File: src/rtl/pause_fc_pkg.sv
package pause_fc_pkg;
  typedef enum logic [1:0] {
    FC_NONE = 2'd0,
    FC_RX   = 2'd1,
    FC_TX   = 2'd2,
    FC_FULL = 2'd3
  } fc_mode_t;

  localparam logic [2:0] REQ_DEFAULT = 3'd4;
endpackage

File: src/rtl/fc_resolve_table.sv
module fc_resolve_table
  import pause_fc_pkg::*;
(
  input  logic [2:0] req_mode_i,
  input  logic       loc_pause_i,
  input  logic       loc_asym_i,
  input  logic       lp_pause_i,
  input  logic       lp_asym_i,
  input  logic       strict_i,
  input  logic       full_duplex_i,
  input  logic       forced_i,
  output fc_mode_t   mode_o,
  output logic       valid_o
);
  fc_mode_t req_eff;
  fc_mode_t table_res;

  always_comb begin
    valid_o = (req_mode_i <= REQ_DEFAULT);
    req_eff = (req_mode_i == REQ_DEFAULT) ? FC_FULL : fc_mode_t'(req_mode_i[1:0]);
  end

  // standard resolution, then lenient fallback
  always_comb begin
    if (loc_pause_i && lp_pause_i)
      table_res = (req_eff == FC_FULL) ? FC_FULL : FC_RX;
    else if (!loc_pause_i && loc_asym_i && lp_pause_i && lp_asym_i)
      table_res = FC_TX;
    else if (loc_pause_i && loc_asym_i && !lp_pause_i && lp_asym_i)
      table_res = FC_RX;
    else if (req_eff == FC_NONE || req_eff == FC_TX || strict_i)
      table_res = FC_NONE;
    else
      table_res = FC_RX;
  end

  always_comb begin
    if (forced_i)
      mode_o = req_eff;
    else if (!full_duplex_i)
      mode_o = FC_NONE;
    else
      mode_o = table_res;
  end
endmodule

File: src/rtl/fc_enable_decode.sv
module fc_enable_decode
  import pause_fc_pkg::*;
#(
  parameter int THR_W = 16
) (
  input  logic             clk,
  input  logic             rst,
  input  logic             load_i,
  input  fc_mode_t         mode_i,
  input  logic             xon_en_i,
  input  logic [THR_W-1:0] low_water_i,
  input  logic [THR_W-1:0] high_water_i,
  output logic             tx_pause_o,
  output logic             rx_pause_o,
  output logic [THR_W:0]   thr_lo_o,
  output logic [THR_W-1:0] thr_hi_o
);
  logic tx_next, rx_next;

  always_comb begin
    tx_next = (mode_i == FC_TX) || (mode_i == FC_FULL);
    rx_next = (mode_i == FC_RX) || (mode_i == FC_FULL);
  end

  always_ff @(posedge clk) begin
    if (rst) begin
      tx_pause_o <= 1'b0;
      rx_pause_o <= 1'b0;
      thr_lo_o   <= '0;
      thr_hi_o   <= '0;
    end else if (load_i) begin
      tx_pause_o <= tx_next;
      rx_pause_o <= rx_next;
      thr_lo_o   <= tx_next ? {xon_en_i, low_water_i} : '0;
      thr_hi_o   <= tx_next ? high_water_i : '0;
    end
  end

  a_r10_thr_zero: assert property (@(posedge clk) disable iff (rst)
    !tx_pause_o |-> (thr_lo_o == '0 && thr_hi_o == '0));
endmodule

File: src/rtl/pause_fc_resolver.sv
module pause_fc_resolver
  import pause_fc_pkg::*;
#(
  parameter int THR_W = 16
) (
  input  logic             clk,
  input  logic             rst,
  input  logic             resolve_i,
  input  logic [2:0]       req_mode_i,
  input  logic             loc_pause_i,
  input  logic             loc_asym_i,
  input  logic             lp_pause_i,
  input  logic             lp_asym_i,
  input  logic             strict_i,
  input  logic             full_duplex_i,
  input  logic             forced_i,
  input  logic             xon_en_i,
  input  logic [THR_W-1:0] low_water_i,
  input  logic [THR_W-1:0] high_water_i,
  output logic [1:0]       mode_o,
  output logic             tx_pause_o,
  output logic             rx_pause_o,
  output logic             cfg_err_o,
  output logic [THR_W:0]   rx_thr_lo_o,
  output logic [THR_W-1:0] rx_thr_hi_o
);
  fc_mode_t next_mode;
  fc_mode_t mode_q;
  logic     req_ok;
  logic     load;

  fc_resolve_table u_table (
    .req_mode_i   (req_mode_i),
    .loc_pause_i  (loc_pause_i),
    .loc_asym_i   (loc_asym_i),
    .lp_pause_i   (lp_pause_i),
    .lp_asym_i    (lp_asym_i),
    .strict_i     (strict_i),
    .full_duplex_i(full_duplex_i),
    .forced_i     (forced_i),
    .mode_o       (next_mode),
    .valid_o      (req_ok)
  );

  assign load = resolve_i && req_ok;

  always_ff @(posedge clk) begin
    if (rst) begin
      mode_q    <= FC_NONE;
      cfg_err_o <= 1'b0;
    end else if (resolve_i) begin
      cfg_err_o <= !req_ok;
      if (req_ok) mode_q <= next_mode;
    end
  end

  assign mode_o = mode_q;

  fc_enable_decode #(.THR_W(THR_W)) u_dec (
    .clk         (clk),
    .rst         (rst),
    .load_i      (load),
    .mode_i      (next_mode),
    .xon_en_i    (xon_en_i),
    .low_water_i (low_water_i),
    .high_water_i(high_water_i),
    .tx_pause_o  (tx_pause_o),
    .rx_pause_o  (rx_pause_o),
    .thr_lo_o    (rx_thr_lo_o),
    .thr_hi_o    (rx_thr_hi_o)
  );

  a_r2_enables_match: assert property (@(posedge clk) disable iff (rst)
    (tx_pause_o == mode_o[1]) && (rx_pause_o == mode_o[0]));

  a_r11_hold: assert property (@(posedge clk) disable iff (rst)
    !resolve_i |=> ($stable(mode_o) && $stable(tx_pause_o) && $stable(rx_pause_o)
                    && $stable(cfg_err_o)));

  a_r9_err_hold: assert property (@(posedge clk) disable iff (rst)
    (resolve_i && req_mode_i > 3'd4) |=> (cfg_err_o && $stable(mode_o) && $stable(rx_thr_lo_o)));

  a_r7_half_none: assert property (@(posedge clk) disable iff (rst)
    (resolve_i && !forced_i && req_mode_i <= 3'd4 && !full_duplex_i) |=>
      (mode_o == 2'd0 && !tx_pause_o && !rx_pause_o));

  a_r4_tx_only: assert property (@(posedge clk) disable iff (rst)
    (resolve_i && !forced_i && full_duplex_i && req_mode_i <= 3'd4 &&
     !loc_pause_i && loc_asym_i && lp_pause_i && lp_asym_i) |=> (mode_o == 2'd2));
endmodule

File: config.mk
export PLATFORM = sky130hd
export DESIGN_NAME = pause_fc_resolver
export DESIGN_NICKNAME = d
export VERILOG_FILES = /design/src/rtl/pause_fc_pkg.sv /design/src/rtl/fc_resolve_table.sv /design/src/rtl/fc_enable_decode.sv /design/src/rtl/pause_fc_resolver.sv
export SDC_FILE = /design/constraint.sdc
export NUM_CORES = 1
export LEC_CHECK = 0
export BUFFER_PORTS_ARGS = -buffer_cell sky130_fd_sc_hd__buf_2
export CELL_PAD_IN_SITES_DETAIL_PLACEMENT = 1
export CELL_PAD_IN_SITES_GLOBAL_PLACEMENT = 1
export CORE_MARGIN = 2
export CORE_UTILIZATION = 31
export DETAILED_ROUTE_END_ITERATION = 16
export PLACE_DENSITY = 0.92
export SYNTH_ARGS = -nofsm -noshare
export SYNTH_HDL_FRONTEND = slang
export SYNTH_SLANG_ARGS = --single-unit
File: constraint.sdc
create_clock -name clk -period 3.2 [get_ports clk]
set_clock_uncertainty 0.1 [all_clocks]
set_input_delay 0.32 -clock clk [delete_from_list [all_inputs] [get_ports clk]]
set_output_delay 0.32 -clock clk [all_outputs]
set_load 0.1 [all_outputs]
After elaboration in Yosys (flattened, before gate mapping)
Cells that the tools add are included.
- flip-flop bits (word level): 38
- bits of input ports: 46
- output and inout port bits: 38
- order comparisons: 1
- equality and inequality tests: 6
- multiplexer cells: 10
- reductions and logical operators: 17
- operators with widths (operator ; number):
    17-bit 2-to-1 mux ; 1
    16-bit 2-to-1 mux ; 1
    2-bit 2-to-1 mux ; 7
    2-bit equality test, second input constant ; 4
    1-bit logical AND ; 8
    1-bit logical OR ; 4
    3-bit equality test, second input constant ; 1
    3-bit <= comparator, second input constant ; 1
    1-bit logical NOT ; 3
    2-bit by 1-bit equality test with 1-bit output, second input constant ; 1
    2-bit logical NOT ; 1
    2-bit AND reduction ; 1
    1-bit 2-to-1 mux ; 1

Longest topological paths before layout
Gate-level depths: netlist (run 1).
- depth in word-level cells: 14
- mapped depth: 5

Hierarchy
Synthesis (run 1) repeated with hierarchy kept, for this count alone.
- cells, all modules: 180
- area total of the unflattened synthesis: 1677.9 um^2
- by module, submodules not included (module ; times used ; cells each ; area an instance (um^2) ; seq. area each (um^2)):
    fc_enable_decode ; 1 ; 153 ; 1460.2 ; 700.7
    pause_fc_resolver ; 1 ; 12 ; 122.6 ; 60.1
    fc_resolve_table ; 1 ; 15 ; 95.1 ; 0.0

Worst setup path before layout (run 1)
OpenSTA, ideal clock, no wires.
- kind: reg-to-output
- from: register u_dec.rx_pause_o (netlist name)
- to: output mode_o[0]
- arrival time: 1374 ps
- data required time: 2780 ps
- path slack: 1406 ps
- cell stages (with the launch flop): 2
- cell sequence: dfxtp_1 > buf_4
- RTL lines (element ; RTL line ; text):
    end, declared ; pause_fc_resolver.sv:20 ; output logic [1:0] mode_o,

Worst setup path in the final report (run 1)
- from: input req_mode_i[1]
- to: register u_dec.thr_hi_o[7]
- cells in the longest elaborated chain, start to end: 14
- ends and longest elaborated chain (element ; RTL line ; text):
    start, declared ; pause_fc_resolver.sv:9 ; input logic [2:0] req_mode_i,
    3-bit equality test ; fc_resolve_table.sv:20 ; req_eff = (req_mode_i == REQ_DEFAULT) ? FC_FULL : fc_mode_t'(req_mode_i[1:0]);
    2-bit 2-to-1 mux ; fc_resolve_table.sv:20 ;
    2-bit equality test / 2-bit logical NOT (equally long branches) ; fc_resolve_table.sv:31 ; else if (req_eff == FC_NONE || req_eff == FC_TX || strict_i)
    1-bit logical OR (2 in series) ; fc_resolve_table.sv:31 ;
    1-bit 2-to-1 mux ; fc_resolve_table.sv:31 ;
    2-bit 2-to-1 mux ; fc_resolve_table.sv:29 ; else if (loc_pause_i && loc_asym_i && !lp_pause_i && lp_asym_i)
    2-bit 2-to-1 mux ; fc_resolve_table.sv:27 ; else if (!loc_pause_i && loc_asym_i && lp_pause_i && lp_asym_i)
    2-bit 2-to-1 mux ; fc_resolve_table.sv:25 ; if (loc_pause_i && lp_pause_i)
    2-bit 2-to-1 mux ; fc_resolve_table.sv:40 ; else if (!full_duplex_i)
    2-bit 2-to-1 mux ; fc_resolve_table.sv:38 ; if (forced_i)
    2-bit equality test ; fc_enable_decode.sv:21 ; tx_next = (mode_i == FC_TX) || (mode_i == FC_FULL);
    1-bit logical OR ; fc_enable_decode.sv:21 ;
    16-bit 2-to-1 mux ; fc_enable_decode.sv:35 ; thr_hi_o <= tx_next ? high_water_i : '0;
    end signal, assigned ; fc_enable_decode.sv:35 ;
    end, declared ; fc_enable_decode.sv:16 ; output logic [THR_W-1:0] thr_hi_o
Parallel ways exist; a longest one is shown, timed or not.
A chain may end at the register's enable or synchronous reset.

==> results of run 1 <==
critical path, stage by stage:
cell and delay [ns]:
buf_2 0.13, or3b_1 0.37, a311o_1 0.35, a21oi_4 0.40, buf_4 0.33, a22o_1 0.17
synthesized netlist by cell type, types with 2 or more instances:
cell / instances
dfxtp_1: 37
a22o_1: 33
a21oi_1: 4
nand2_1: 4
buf_6: 3
clkbuf_1: 3
a21o_1: 2
inv_1: 2
nor2b_1: 2
o21ai_0: 2
per-stage QoR:
stage / area [sq um] / utilization (%)
5_1_grt: 1770 / 44.9
3_3_place_gp: 1690 / 42.8
2_1_floorplan: 1240 / -
6_report: 1770 / 44.9
3_5_place_dp: 1690 / 42.8
4_1_cts: 1770 / 44.9
layer usage:
layer | share of wire (%) | up-vias | global-route usage (%)
met1 | 42 | 544 | 16.6
li1 | - | 559 | -
met2 | 51 | 47 | 25.4
met3 | 6.5 | 2 | 4.17
met5 | 0 | - | 0
met4 | 0.93 | 0 | 5.36
where the power goes:
part | total, mW | switching [mW] | internal, mW
sequential | 0.490 | 0.0102 | 0.480
combinational | 0.244 | 0.192 | 0.0522
clock | 0.301 | 0.150 | 0.151
sequential cells by signal (all words and copies together) (netlist names):
name and flops:
u_dec.thr_lo_o 17, u_dec.thr_hi_o 16, cfg_err_o 1, mode_o 1, u_dec.rx_pause_o 1, u_dec.tx_pause_o 1
final timing paths:
check             slack, ns                  to
setup / recovery       1.24   u_dec.thr_hi_o[7]
hold / removal         0.15  u_dec.thr_lo_o[15]
setup reg to reg       2.40    u_dec.rx_pause_o
hold reg to reg        0.35    u_dec.tx_pause_o
cells by family after synthesis:
logic type / after synthesis / share of synthesized area (%)
flops: 37 / 59.5
buf+inv: 9 / 4.82
compound gates: 48 / 32.4
simple gates: 8 / 3.32
final cells by class:
cell class / count / area (sq um) / area share (%)
clock inverters: 2 / 10.0 / 0.565
well taps: 50 / 62.6 / 3.53
flip-flops and latches: 37 / 741 / 41.8
inverters: 2 / 7.51 / 0.424
multi-input cells: 56 / 448 / 25.3
repair buffers: 85 / 430 / 24.3
clock buffers: 6 / 72.6 / 4.10
layout by cell type (no fill, tap or decap), types with 2 or more instances in the layout:
| cell | count |
|---|---|
| nor2b_1 | 2 |
| a22o_1 | 33 |
| nand2_1 | 4 |
| buf_4 | 2 |
| dfxtp_1 | 37 |
| inv_1 | 2 |
| o21ai_0 | 2 |
| buf_2 | 83 |
| a21oi_1 | 3 |
| clkinv_2 | 2 |
| a21o_1 | 2 |
| clkbuf_8 | 5 |
==> summary.txt, run 1 <==
Critical path
  • Arrival time worst endpoint: approximately 2.1 ns
  • Startpoint Class: input port
  • Worst Setup Path Type: input port to flip-flop
  • Crit path launch: req_mode_i[1]
  • CP Capture Type: flip-flop
  • Reg2Reg Depth: 2
  • FF-to-FF Start: u_dec.rx_pause_o
  • CP Max Fanout: 20
  • CP required: ~3.3 ns

Synth
  • Post-synthesis cell area: 1240 sq um
  • Synth top area share: 59.5%
  • Synthesized flop and latch total: 37
  • Largest area contributor in the netlist: dfxtp_1
  • Ys flop type: dfxtp_1
  • Avg Inst Size Synth: 12.2 sq um
  • Count of different cell masters after synthesis: 20
  • Register area share after synthesis: 59.5%
  • Synthesized instance count: ~100
  • EDFF count, synth: 0
  • Yosys warns: 0
  • Syn Nets: 148
  • Share of synthesized flip-flops with an asynchronous set or reset: 0%
  • Largest cells by area after synthesis: dfxtp_1 59%, a22o_1 23%, buf_6 2.7%

STA
  • Setup TNS: 0 ns
  • Min Clock Period, post-route: 1.96 ns
  • Hold_ws: about 0.15 ns
  • Max_slew headroom: 45.3%
  • Max frequency: 510 MHz
  • Slew @ Worst Pin: 0.821 ns
  • Final Hold Violating Endpoints: 0
  • Tcrit/Tclk final: between 60% and 70%
  • Slew Limit Fails: 0
  • RSZ-0062 raised after global routing: no
  • PnR worst setup slack: around 1.2 ns
  • Final setup viols: 0

Detailed routing
  • Total Wirelength: 3330 microns
  • Vias/cell: about 4.8
  • # DRC: 0
  • Drt initial violations: 44
  • Detailed-route wire length per cell: 14.0 microns
  • Pre-antenna DRT Iters: 4
  • Detail Route Antenna Nets: 0
  • Via count: roughly 1200

Finish
  • Final net count: ~230
  • Fillers: 479
  • Final non-filler cell total: around 240
  • Layout cells sized above 1: roughly half
  • Area Overhead vs Synth: 42.3%
  • Antenna cell count: 0

GRT
  • Gr usage total: between 10% and 20%
  • First-pass GRT wire length: 4930 microns
  • Pin count of the biggest net entering global routing: 21
  • Vias in the first global route: 1091
  • Initial antenna violation count: 0
  • GRT Residual Overflow: 0

CTS
  • Hold_buf cts: 0
  • Post-CTS Setup Bufs: 0
  • Clock Latency Late Sink: roughly 0.27 ns
  • H-tree Lvls: 2
  • Clock-pin slew on the worst setup and hold paths: 0.07 ns
  • Clock tree sinks: 37
  • Clock Tree Root: clkbuf_8
  • Num CTS Buffers: 5
  • Post-CTS sizing: 0
  • Max clock buf depth: 2
  • CTS tree: done

Place
  • DP HPWL: 2600 microns
  • Dpl cells: 230
  • Routability cong.: 0.701
  • Pre-CTS worst setup slack: 0.883 ns
  • Port Buffers: between 80 and 90

Die
  • Site Rows: 23
  • Die span in y: 67.4 microns
  • Core area: 3940 sq um
  • Initial core utilization: between 30% and 40%
  • Die W: slightly below 70 microns
  • Die area: 4540 sq um
  • # IOs: 84

Pwr
  • Overall Power: about 1.0 mW
  • Pwr dens: roughly 580 nW/um^2
  • Pleak: 0.918 nW
  • VDD IR max: about 0.20 mV

Min path
  • Worst min-delay path class: input port to flip-flop
  • Worst Hold Path Cells: 2
  • Min-delay src: low_water_i[15]

Outcome
  • Status: completed

Flow run
  • Max-cap violations: 0
Note: power is estimated with default switching activity, not from simulation.
==> run 2, diff against run 1 <==
Settings changed: ABC_AREA set to 1, CORE_UTILIZATION 31 to 26, PLACE_DENSITY 0.92 to 0.85.
Clock period 3.2 ns to 1.6 ns, I/O delays scaled along.
==> run 2 against run 1 <==
  * Global-route usage rose by 1.3 points
  * Synthesized cell count rose by 86%
  * Critical path type is now flip-flop to output pin
  * Worst hold slack got worse by 0.15 ns
  * Total power up 120%
  * Worst setup slack worse by 0.97 ns
  * Highest routed layer unchanged
==> summary.txt, run 2 <==
Pwr
  • VDD IR max: 0.444 mV
  • Int Pwr: 1.46 mW
  • Pleak: 1.28 nW
  • Pwr dens: 981 nW/um^2
  • Sw Ratio: 34.9%
  • Combinational share of power: around a quarter
  • Overall Power: 2.24 mW
  • Reg power frac: between 40% and 50%
  • Clock power frac: around 30%
  • Net switching power: 780 uW

Critical path
  • CP Capture Type: output pin
  • CP top delay family: buffers and inverters
  • Arrival time worst endpoint: around 1.1 ns
  • Worst path cell trace: buf_2
  • Worst Setup Path Type: flip-flop to output pin
  • Startpoint Class: flip-flop
  • Buffers & Inverters on Critical Path: 1
  • Crit-path max cell delay: 0.43 ns
  • CP Max Fanout: 2
  • CP required: 1.34 ns
  • Slowest CP cell: buf_2

Synth
  • EDFF count, synth: 0
  • Synthesized flop and latch total: 37
  • Synth top cells by count: 80 x nand2_1, 37 x dfxtp_1, 35 x nand3_1
  • Synthesized instance count: 190
  • Share of synthesized flip-flops with an asynchronous set or reset: 0%
  • Count of different cell masters after synthesis: 15
  • Largest cells by area after synthesis: dfxtp_1 52%, nand2_1 21%, nand3_1 12%
  • Avg Inst Size Synth: 7.55 sq um
  • Syn Nets: approximately 240
  • Register area share after synthesis: 51.6%
  • Yosys warns: 0
  • Post-synthesis cell area: 1440 sq um
  • Ys flop type: dfxtp_1
  • Largest area contributor in the netlist: dfxtp_1
  • Synth top area share: 51.6%
  • Most frequent cell after synthesis: nand2_1

Place
  • Dpl cells: around 340
  • Routability cong.: ~0.68
  • Port Buffers: 83
  • DP HPWL: 2960 microns

CTS
  • Num CTS Buffers: 5
  • Clock Latency Late Sink: 0.28 ns
  • H-tree Lvls: 2
  • Post-CTS sizing: 0
  • Clock-pin slew on the worst setup and hold paths: 0.08 ns
  • Max clock buf depth: 2
  • Clock tree sinks: 37
  • CTS tree: done
  • Clock Tree Root: clkbuf_8

STA
  • Final setup viols: 0
  • Slew @ Worst Pin: 0.560 ns
  • RSZ-0062 raised after global routing: no
  • Max_slew headroom: 62.6%
  • Max frequency: 753 MHz
  • Slew Limit Fails: 0
  • Setup TNS: 0 ns
  • Min Clock Period, post-route: 1.33 ns
  • Final Hold Violating Endpoints: 0
  • Hold_ws: 0.00423 ns
  • Tcrit/Tclk final: 83.0%

Detailed routing
  • Drt initial violations: 35
  • Detailed-route wire length per cell: 12.2 microns
  • Vias/cell: 4.36
  • Via count: 1641
  • Pre-antenna DRT Iters: 4
  • Detail Route Antenna Nets: 0
  • Total Wirelength: roughly 4600 microns
  • # DRC: 0

GRT
  • Pin count of the biggest net entering global routing: 36
  • Initial antenna violation count: 0
  • Vias in the first global route: 1703
  • Gr usage total: 15.8%
  • GRT Residual Overflow: 0
  • First-pass GRT wire length: a little under 8000 microns

Finish
  • Final net count: ~350
  • Area Overhead vs Synth: 58.8%
  • Antenna cell count: 0
  • Layout cells sized above 1: between 30% and 40%
  • Max FFs per register: 17
  • Largest Register: u_dec.thr_lo_o
  • Final core occ: 42.2%
  • Most frequent cells in the layout: 83 x buf_2, 80 x nand2_1, 36 x dfxtp_1
  • Top flop regs: u_dec.thr_lo_o x17, u_dec.thr_hi_o x16
  • Final non-filler cell total: 376
  • Commonest non-fill, non-tap cell in the layout: buf_2

Die
  • # IOs: 84
  • Site Rows: 27
  • Core area: 5410 sq um
  • Initial core utilization: 26.6%
  • Die span in y: between 70 and 80 microns
  • Die area: between 6000 and 7000 sq um
  • Die W: around 78 microns

Outcome
  • Status: completed

Flow run
  • Max-cap violations: 0

Min path
  • Worst min-delay path class: input port to flip-flop
run 2: through the flow:
stage               instance area [sq um]  setup WS, ns
CTS                                  2270         0.259
floorplan                            1440         0.293
global route                         2280         0.218
global placement                     1890         0.206
detailed placement                   1890         0.140
finish                               2280         0.272
run 2: path summary, 6_finish.rpt:
check / slack (ns) / end / cells after the start / from
worst max-delay path: 0.27 / rx_thr_hi_o[1] / 1 / u_dec.thr_hi_o[1]
worst min-delay path: 0.004 / u_dec.thr_lo_o[10] / 3 / low_water_i[10]
worst max register to register: 0.86 / u_dec.rx_pause_o / 2 / u_dec.rx_pause_o
worst min register to register: 0.35 / u_dec.thr_hi_o[10] / 2 / u_dec.thr_hi_o[10]
run 2: power by group through the flow:
stage               Clock [mW]  Combinational [mW]  Sequential (mW)
global route             0.767               0.604            0.983
global placement             0               0.509            0.999
floorplan                    0               0.128             1.27
CTS                      0.715               0.569            0.978
finish                   0.689               0.570            0.978
detailed placement           0               0.517            0.999
run 2: metal layers:
layer / up-vias / track usage [%] / wire length (microns)
li1: 821 / - / -
met1: 760 / 16.5 / 1830
met2: 51 / 30.8 / 2470
met3: 9 / 4.37 / 262
met4: 0 / 4.21 / 42
met5: - / 0 / 0
run 2: area by class of cell:
class                   instances  area (sq um)
clock buffers                   6          82.6
clock inverters                 2          13.8
fillers                       698          3130
inverters                      12          45.0
multi-input cells             131           571
flip-flops and latches         37           742
well taps                      72          90.1
repair buffers                116           736
run 2: cell families after synthesis:
family,Yosys count,share of synthesized area (%)
compound gates,6,2.27
buf+inv,22,8.63
flops,37,51.6
simple gates,125,37.5
run 2: repair_timing:
item / CTS / global route
hold endpoints to repair: 28 / 1
endpoints found under the setup margin: 0 / 0
buffers inserted: 0 / 0
hold buffers: 28 / 1
==> run 3, diff against run 2 <==
Settings changed: CORE_UTILIZATION 26 to 29, PLACE_DENSITY 0.85 to 0.89.
Clock period 1.6 ns to 1.3 ns, I/O delays scaled along.
==> run 3 against run 2 <==
  * Wire length increased by 6.7%
  * Clock power increased by 26%
  * Register-to-register slack got worse by 0.34 ns
  * Non-clock buffer count increased by 5
  * Final cell count unchanged
  * Sequential share of layout area decreased by 3.1 points
  * Core utilization increased by 11 points
  * Via count increased by 0.98%
  * Worst hold slack improved by 0.035 ns
  * Sequential power increased by 24%
  * Critical endpoint is now rx_thr_lo_o[16]
==> summary.txt, run 3 (synthesis results as in run 2) <==
Outcome
  • Status: completed

CTS
  • Max clock buf depth: 2
  • Clock tree sinks: 37
  • CTS tree: done
  • H-tree Lvls: 2
  • Clock Tree Root: clkbuf_8
  • Clock-pin slew on the worst setup and hold paths: ~0.07 ns
  • Num CTS Buffers: 5
  • Clock Latency Late Sink: 0.28 ns

Place
  • DP HPWL: 2970 microns
  • Pre-CTS worst setup slack: -0.0977 ns
  • Port Buffers: slightly above 80
  • Dpl cells: around 330
  • Routability cong.: 0.710
  • Placed Area: 2000 sq um

Critical path
  • Worst path cell trace: buf_2
  • Arrival time worst endpoint: 1.03 ns
  • CP top delay family: buffers and inverters
  • CP required: 1.07 ns
  • CP Max Fanout: 2
  • Crit-path max cell delay: 0.42 ns
  • CP Capture Type: output pin
  • Buffers & Inverters on Critical Path: 1
  • Slowest CP cell: buf_2
  • Startpoint Class: flip-flop
  • Worst Setup Path Type: flip-flop to output pin

STA
  • Slew @ Worst Pin: approximately 0.55 ns
  • Tcrit/Tclk final: 96.7%
  • Max_slew headroom: 63.2%
  • Final Hold Violating Endpoints: 0
  • Slew Limit Fails: 0
  • Final setup viols: 0
  • RSZ-0062 raised after global routing: no
  • PnR worst setup slack: 0.0424 ns
  • Max frequency: 795 MHz
  • Min Clock Period, post-route: 1.26 ns

Die
  • Die span in y: 74.3 microns
  • # IOs: 84
  • Die W: 74.3 microns
  • Initial core utilization: 30.2%
  • Core area: between 4000 and 5000 sq um
  • Die area: about 5500 sq um
  • Site Rows: 25

Pwr
  • Clock power frac: 30.4%
  • Combinational share of power: a little over a quarter
  • VDD IR max: between 0.6 and 0.7 mV
  • Pwr dens: 1130 nW/um^2
  • Int Pwr: 1.91 mW
  • Net switching power: roughly 950 uW
  • Sw Ratio: 33.1%
  • Reg power frac: 42.3%
  • Pleak: between 1 and 1.5 nW

GRT
  • Vias in the first global route: ~1700
  • First-pass GRT wire length: 7540 microns
  • Gr usage total: 17.8%
  • GRT Residual Overflow: 0
  • Initial antenna violation count: 0
  • Pin count of the biggest net entering global routing: 36

Finish
  • Final instance area: 2520 sq um
  • Max FFs per register: 17
  • Final non-filler cell total: between 300 and 400
  • Layout cells sized above 1: 34.0%
  • Final net count: 354
  • Antenna cell count: 0
  • Sequential cell area: roughly 740 sq um
  • Final core occ: around 53%
  • Fillers: 594
  • Multi-input gate area: 571 sq um
  • Area Overhead vs Synth: 75.8%
  • Top flop regs: u_dec.thr_lo_o x17, u_dec.thr_hi_o x16
  • Largest Register: u_dec.thr_lo_o
  • Most frequent cells in the layout: 80 x nand2_1, 46 x buf_2, 35 x nand3_1, 35 x dfxtp_1, 34 x dlygate4sd3_1
  • Commonest non-fill, non-tap cell in the layout: nand2_1

Detailed routing
  • Total Wirelength: 4910 microns
  • Via count: about 1700
  • Pre-antenna DRT Iters: 2
  • # DRC: 0
  • Drt initial violations: 38
  • Detail Route Antenna Nets: 0
  • Vias/cell: 4.41
  • Detailed-route wire length per cell: 13.1 microns

Min path
  • Worst min-delay path class: input port to flip-flop

Flow run
  • Max-cap violations: 0
[run 3: tightest hold or removal path, stage by stage]
cell     delay [ns]
buf_2          0.08
inv_1          0.06
o21ai_0        0.07
a21oi_1        0.04
[run 3: worst paths after layout]
path / cells after the start / slack [ns] / from / endpoint
max: 1 / 0.04 / u_dec.thr_lo_o[16] / rx_thr_lo_o[16]
min: 4 / 0.04 / rst / u_dec.rx_pause_o
max reg2reg: 2 / 0.52 / u_dec.rx_pause_o / u_dec.rx_pause_o
min reg2reg: 2 / 0.35 / u_dec.thr_lo_o[16] / u_dec.thr_lo_o[16]
[run 3: power groups by stage]
stage | clock (mW) | combinational [mW] | sequential [mW]
floorplan | 0 | 0.157 | 1.56
global placement | 0 | 0.672 | 1.23
detailed placement | 0 | 0.681 | 1.24
CTS | 0.907 | 0.762 | 1.21
global route | 0.958 | 0.824 | 1.22
finish | 0.869 | 0.782 | 1.21
[run 3: per-stage QoR]
| step | TNS (ns) | power [mW] | hold WS [ns] |
|---|---|---|---|
| 2_1_floorplan | 0 | 1.72 | 0.159 |
| 3_3_place_gp | -1.84 | 1.91 | 0.247 |
| 3_5_place_dp | -2.50 | 1.92 | 0.252 |
| 4_1_cts | 0 | 2.88 | 0.0298 |
| 5_1_grt | 0 | 3.00 | 0.0501 |
| 6_report | 0 | 2.86 | 0.0389 |
[run 3: layout make-up]
type / count / area share, %
Tap cell: 67 / 3.32
Inverter: 12 / 1.79
Multi-Input combinational cell: 131 / 22.6
Clock buffer: 7 / 3.82
Clock inverter: 1 / 0.198
Timing Repair Buffer: 121 / 38.8
Sequential cell: 37 / 29.5
[run 3: routing by layer]
| layer | GRT usage (%) | share of wire, % | up-vias |
|---|---|---|---|
| met5 | 0 | 0 | - |
| met2 | 34.9 | 55 | 54 |
| met3 | 5.01 | 5.2 | 6 |
| met4 | 3.57 | 0.63 | 0 |
| li1 | - | - | 828 |
| met1 | 18.9 | 40 | 769 |
[run 3: repair_timing]
action	4_1_cts	5_1_grt
hold buffers	34	0
hold endpoints to repair	34	0
setup buffers	0	0
setup endpoints to repair	2	31
gates resized for setup	2	31
pin swaps	0	0
